### src/rtl/dual_adc_seq.sv
module dual_adc_seq #(
  parameter int CLK_DIV = 2,
  parameter int CS_GAP  = 6,
  parameter int WORD_W  = 16,
  parameter int RES_W   = 12,
  parameter int RES_LSB = 2,
  parameter int SEL_W   = 16
) (
  input  logic             clk,
  input  logic             rst_n,
  input  logic [1:0]       cfg_mode,
  input  logic             cfg_range2x,
  input  logic             cfg_fixed_addr,
  input  logic [3:0]       chan,
  input  logic             req_valid,
  output logic             req_ready,
  input  logic             stream_en,
  input  logic             trig,
  output logic             stream_busy,
  output logic             adc_cs_n,
  output logic             adc_sclk,
  input  logic             adc_miso,
  output logic [2:0]       adc_addr,
  output logic             res_valid,
  input  logic             res_ready,
  output logic [RES_W-1:0] res_even,
  output logic [RES_W-1:0] res_odd,
  output logic [SEL_W-1:0] res_sel
);
  localparam int GAP_LEN = (CS_GAP > 2*CLK_DIV) ? CS_GAP : 2*CLK_DIV;
  localparam int GW      = $clog2(GAP_LEN);
  localparam int DW      = (CLK_DIV > 1) ? $clog2(CLK_DIV) : 1;
  localparam int FR_W    = 2*WORD_W;
  localparam int BW      = $clog2(FR_W+1);

  typedef enum logic [1:0] {S_IDLE, S_GAP, S_FRAME, S_SIDLE} st_t;
  typedef enum logic [1:0] {K_WAKE, K_CONV, K_PDN, K_NONE} kind_t;

  st_t              st;
  kind_t            kind;
  logic [GW-1:0]    gcnt;
  logic [DW-1:0]    dcnt;
  logic [BW-1:0]    bcnt, flen;
  logic [FR_W-1:0]  sh;
  logic [3:0]       chan_q;
  logic             sgn_q;
  logic [2:0]       code;
  logic             start_os, start_st;
  logic [RES_W-1:0] pick;

  always_comb
    case (cfg_mode)
      2'd0:    code = chan[3:1];
      2'd1:    code = chan[2:0] | 3'b001;
      default: code = chan[2:0] & 3'b110;
    endcase

  assign flen      = (kind == K_WAKE) ? BW'(WORD_W) :
                     (kind == K_CONV) ? BW'(FR_W) : BW'(WORD_W/2);
  assign req_ready = (st == S_IDLE) && !stream_en && !res_valid;
  assign start_os  = req_ready && req_valid;
  assign start_st  = (st == S_IDLE) && stream_en && !res_valid;
  assign adc_cs_n  = (st != S_FRAME);
  assign pick      = chan_q[0] ? res_odd : res_even;
  assign res_sel   = sgn_q ? {{(SEL_W-RES_W){pick[RES_W-1]}}, pick}
                           : {{(SEL_W-RES_W){1'b0}}, pick};

  always_ff @(posedge clk) begin
    if (!rst_n) begin
      st <= S_IDLE; kind <= K_NONE; gcnt <= '0; dcnt <= '0; bcnt <= '0;
      sh <= '0; chan_q <= '0; sgn_q <= 1'b0; adc_addr <= '0; adc_sclk <= 1'b0;
      stream_busy <= 1'b0; res_valid <= 1'b0; res_even <= '0; res_odd <= '0;
    end else begin
      if (res_valid && res_ready) res_valid <= 1'b0;
      case (st)
        S_IDLE:
          if (start_st || start_os) begin
            chan_q <= chan;
            sgn_q  <= cfg_range2x || cfg_mode[1];
            if (!cfg_fixed_addr) adc_addr <= code;
            stream_busy <= start_st;
            kind <= K_WAKE;
            gcnt <= '0;
            st   <= S_GAP;
          end
        S_GAP:
          if (gcnt == GW'(GAP_LEN-1)) begin
            gcnt <= '0;
            if (kind != K_NONE) st <= S_FRAME;
            else st <= stream_busy ? S_SIDLE : S_IDLE;
          end else gcnt <= gcnt + 1'b1;
        S_SIDLE:
          if (!stream_en) begin
            kind <= K_PDN; st <= S_FRAME;
          end else if (trig && !res_valid) begin
            kind <= K_CONV; st <= S_FRAME;
          end
        default:
          if (dcnt == DW'(CLK_DIV-1)) begin
            dcnt <= '0;
            adc_sclk <= !adc_sclk;
            if (!adc_sclk) begin
              sh   <= {sh[FR_W-2:0], adc_miso};
              bcnt <= bcnt + 1'b1;
            end else if (bcnt == flen) begin
              bcnt <= '0;
              st   <= S_GAP;
              case (kind)
                K_WAKE: kind <= stream_busy ? K_NONE : K_CONV;
                K_CONV: begin
                  res_valid <= 1'b1;
                  res_even  <= RES_W'(sh[FR_W-1:WORD_W] >> RES_LSB);
                  res_odd   <= RES_W'(sh[WORD_W-1:0] >> RES_LSB);
                  kind <= stream_busy ? K_NONE : K_PDN;
                end
                default: begin
                  kind <= K_NONE;
                  stream_busy <= 1'b0;
                end
              endcase
            end
          end else dcnt <= dcnt + 1'b1;
      endcase
    end
  end
endmodule

### config.mk
export PLATFORM = sky130hd
export DESIGN_NAME = dual_adc_seq
export DESIGN_NICKNAME = d
export VERILOG_FILES = /design/src/rtl/dual_adc_seq.sv
export SDC_FILE = /design/constraint.sdc
export NUM_CORES = 1
export LEC_CHECK = 0
export BUFFER_PORTS_ARGS = -buffer_cell sky130_fd_sc_hd__buf_2
export CAP_MARGIN = 20
export CORE_ASPECT_RATIO = 0.7
export CORE_UTILIZATION = 44
export CTS_BUF_LIST = sky130_fd_sc_hd__clkbuf_4 sky130_fd_sc_hd__clkbuf_8 sky130_fd_sc_hd__clkbuf_16
export DETAILED_ROUTE_END_ITERATION = 8
export GPL_TIMING_DRIVEN = 0
export PLACE_DENSITY = 0.75
export SLEW_MARGIN = 40
export SYNTH_ARGS = -nofsm -noshare
export SYNTH_HDL_FRONTEND = slang
export SYNTH_SLANG_ARGS = --single-unit
### constraint.sdc
create_clock -name clk -period 3.15 [get_ports clk]
set_clock_uncertainty 0.15 [all_clocks]
set_input_delay 0.1575 -clock clk [delete_from_list [all_inputs] [get_ports clk]]
set_output_delay 0.1575 -clock clk [all_outputs]
set_load 0.02 [all_outputs]
==> run_results.csv <==
group,metric,value,unit
floorplan,initial_core_util,46.5,%
routing,wire_per_inst,14.1,um
clock_tree,insertion_delay,0.35,ns
floorplan,die_h,76.2,um
global_routing,grt_overflow_total,0,
clock_tree,cts_tree,"done",
timing,max_freq,408,MHz
yosys,synth_cells,385,
place,gp_congestion,0.895,
floorplan,rows,26,
yosys,ys.flop_type,"dfxtp_1",
global_routing,grt_pass1_wl,13.0,mm
timing,finalCriticalPeriod,2.45,ns
yosys,synthArstFlopShare,0,%
routing,dr.pass1.iters,5,
clock_tree,clk_pin_slew,0.08,ns
routing,first_iter_violations,123,
yosys,ys_warn_count,0,
critical_path,cp-end-kind,"register",
yosys,synth_edf_count,0,
clock_tree,cts.sinks,76,
finish,multiInputGateArea,1800,um^2
floorplan,die_x,108,um
floorplan,core-area,7450,um^2
yosys,synth_top_cells_by_area,"dfxtp_1 44%, nand2_1 8.9%, mux2i_1 8.4%, a21boi_0 6.7%, nor2b_1 6.0%",
global_routing,grt_usage,20.2,%
job,maxCapViolations,0,
power,ir_worst_vdd,0.289,mV
finish,final_core_util,56.0,%
finish,n_antenna_cell,0,
finish,fill_cells,667,
floorplan,dieArea,8240,um^2
timing,worst_slew_pin_slew,0.711,ns
yosys,seq_area_frac_synth,43.9,%
power,powerDensity,567,nW/um^2
global_routing,grt_max_degree,15,
yosys,synth-seq-cells,76,
outcome,status,"complete, no violations",
finish,layout-drive-gt1-share,21.0,%
timing,setup-violations-final,0,
timing,fin_setup_tns,0,ns
timing,hold_violations,0,
floorplan,ios,63,
critical_path,startpoint_type,"register",
critical_path,critical_path_arrival,2.54,ns
yosys,synth_top_area_share,43.9,%
critical_path,crit_path_max_fanout,10,
routing,drt-vias-per-instance,5.15,
yosys,netlist_area,3460,um^2
timing,period_share,77.7,%
global_routing,grt_pass1_vias,2646,
yosys,syn_avg_cell_area,9.00,um^2
routing,route.detailed.drc,0,
routing,postRouteAntennaNets,0,
yosys,synth_top_area_cell,"dfxtp_1",
place,io_buffers,61,
clock_tree,post_cts_buffers,0,
clock_tree,htree_levels,3,
global_routing,antenna_found_initial,0,
finish,seq_area,1520,um^2
finish,nNetsFinal,483,
finish,syn2layout_area_growth,20.5,%
critical_path,worstPathRequired,3.24,ns
yosys,synth.distinct_cells,45,
timing,worst_slew_margin_rel,52.2,%
clock_tree,cts_resized,0,
routing,wl,7.98,mm
yosys,syn_nets,406,
routing,vias,2909,
timing,maxSlewViolCount,0,
clock_tree,cts_root_buf,"clkbuf_8",
critical_path,path_class,"reg -> reg",
place,hpwl,5.88,mm
power,p_leak,1.63,nW
worst_hold_path,min-delay-path-class,"in -> reg",
clock_tree,hold_buffers,5,
clock_tree,numCtsBuffers,9,
clock_tree,clockBufferDepth,2,
timing,rsz0062_at_grt,"false",
==> final timing paths <==
check,startpoint,to,slack [ns],cells past startpoint
max,kind[1]$_SDFFE_PN1P_,res_even[6]$_SDFFE_PN0P_,0.70,7
min,chan[3],adc_addr[2]$_SDFFE_PN0P_,0.01,4
max reg2reg,kind[1]$_SDFFE_PN1P_,res_even[6]$_SDFFE_PN0P_,0.70,7
min reg2reg,sh[17]$_SDFFE_PN0P_,sh[18]$_SDFFE_PN0P_,0.32,2
==> metrics by stage <==
step,setup WS (ns),power (W),instance area [um^2],hold slack (ns),cells
after floorplan,1.09,0.00141,3460,0.152,385
after detailed placement,0.728,0.00152,3890,0.271,544
final,0.702,0.00237,4170,0.0136,565
after global routing,0.513,0.00248,4170,0.0225,565
after CTS,0.716,0.00237,4170,0.00598,565
after global placement,0.792,0.00151,3890,0.272,544
==> registers in the layout, summed over array words and instances (netlist names), 2 cells and up <==
name,count
sh,30
res_even,12
res_odd,12
bcnt,6
adc_addr,3
gcnt,3
kind,2
st,2
==> critical path, cell delays in order, from the launching register on <==
cell and delay (ns):
dfxtp_1 0.32, clkbuf_1 0.31, nand3b_1 0.15, o31a_1 0.17, nor4_4 0.68, buf_6 0.27, mux2i_1 0.23, nor2b_1 0.07
==> where the power goes <==
group          internal (W)  switching (W)  total, W  leakage, nW
Clock              0.000475       0.000379  0.000853        0.113
Sequential          0.00100      0.0000431   0.00105        0.614
Combinational      0.000200       0.000269  0.000469        0.900
Total               0.00168       0.000690   0.00237         1.63
==> kinds of logic after synthesis <==
logic type / Yosys count / synth area share [%]
AOI/OAI and AO/OA: 71 / 14.7
xor gates and xnor gates: 4 / 1.01
adders and majority gates: 6 / 2.17
buffers and inverters: 32 / 4.23
DFF: 76 / 43.9
muxes: 42 / 12.6
and+or+nand+nor: 154 / 21.4
==> Yosys cell counts, drive strengths merged, types with 2 or more instances <==
master   instances
nand2           82
dfxtp           76
nor2b           33
a21boi          31
mux2i           29
clkbuf          17
mux2            13
nor2            13
o21ai           13
inv              9
nand3            8
buf              6
ha               6
a31oi            5
o211a            4
a21oi            3
and2             3
nand2b           3
xnor2            3
a2bb2oi          2
nand3b           2
o21a             2
or2              2
==> layer usage <==
layer / GRT usage (%) / vias up / part of all wire (%)
met5: 0 / - / 0
met1: 27.8 / 1387 / 48
met3: 5.05 / 6 / 5.4
met2: 31.3 / 66 / 46
met4: 5.62 / 0 / 0.60
li1: - / 1450 / -
==> placed cells by master, fill, tap and decap left out, types with 2 or more instances in the layout <==
cell type      instances
o21a_1                 2
dlygate4sd3_1          5
mux2_2                13
a21oi_1                3
inv_1                  9
nand3_1                8
nand3b_1               2
bufinv_16              2
buf_6                  2
clkbuf_1              17
xnor2_1                3
or2_2                  2
ha_1                   6
nor2b_1               33
a2bb2oi_1              2
o211a_1                4
buf_2                 61
a31oi_1                5
buf_4                  3
dfxtp_1               76
nand2_1               82
nand2b_1               3
mux2i_1               29
o21ai_0               13
nor2_1                13
and2_1                 3
a21boi_0              31
clkbuf_8              10
inv_6                  2
==> layout make-up <==
class                   instances  share of cell area, %
multi-input cells             277                   43.0
flip-flops and latches         76                   36.5
repair buffers                 66                   8.51
clock buffers                  10                   3.30
well taps                      98                   2.94
plain buffers                  23                   2.70
clock inverters                 6                   2.25
inverters                       9                  0.809
Power figures use the tool's default switching activity.
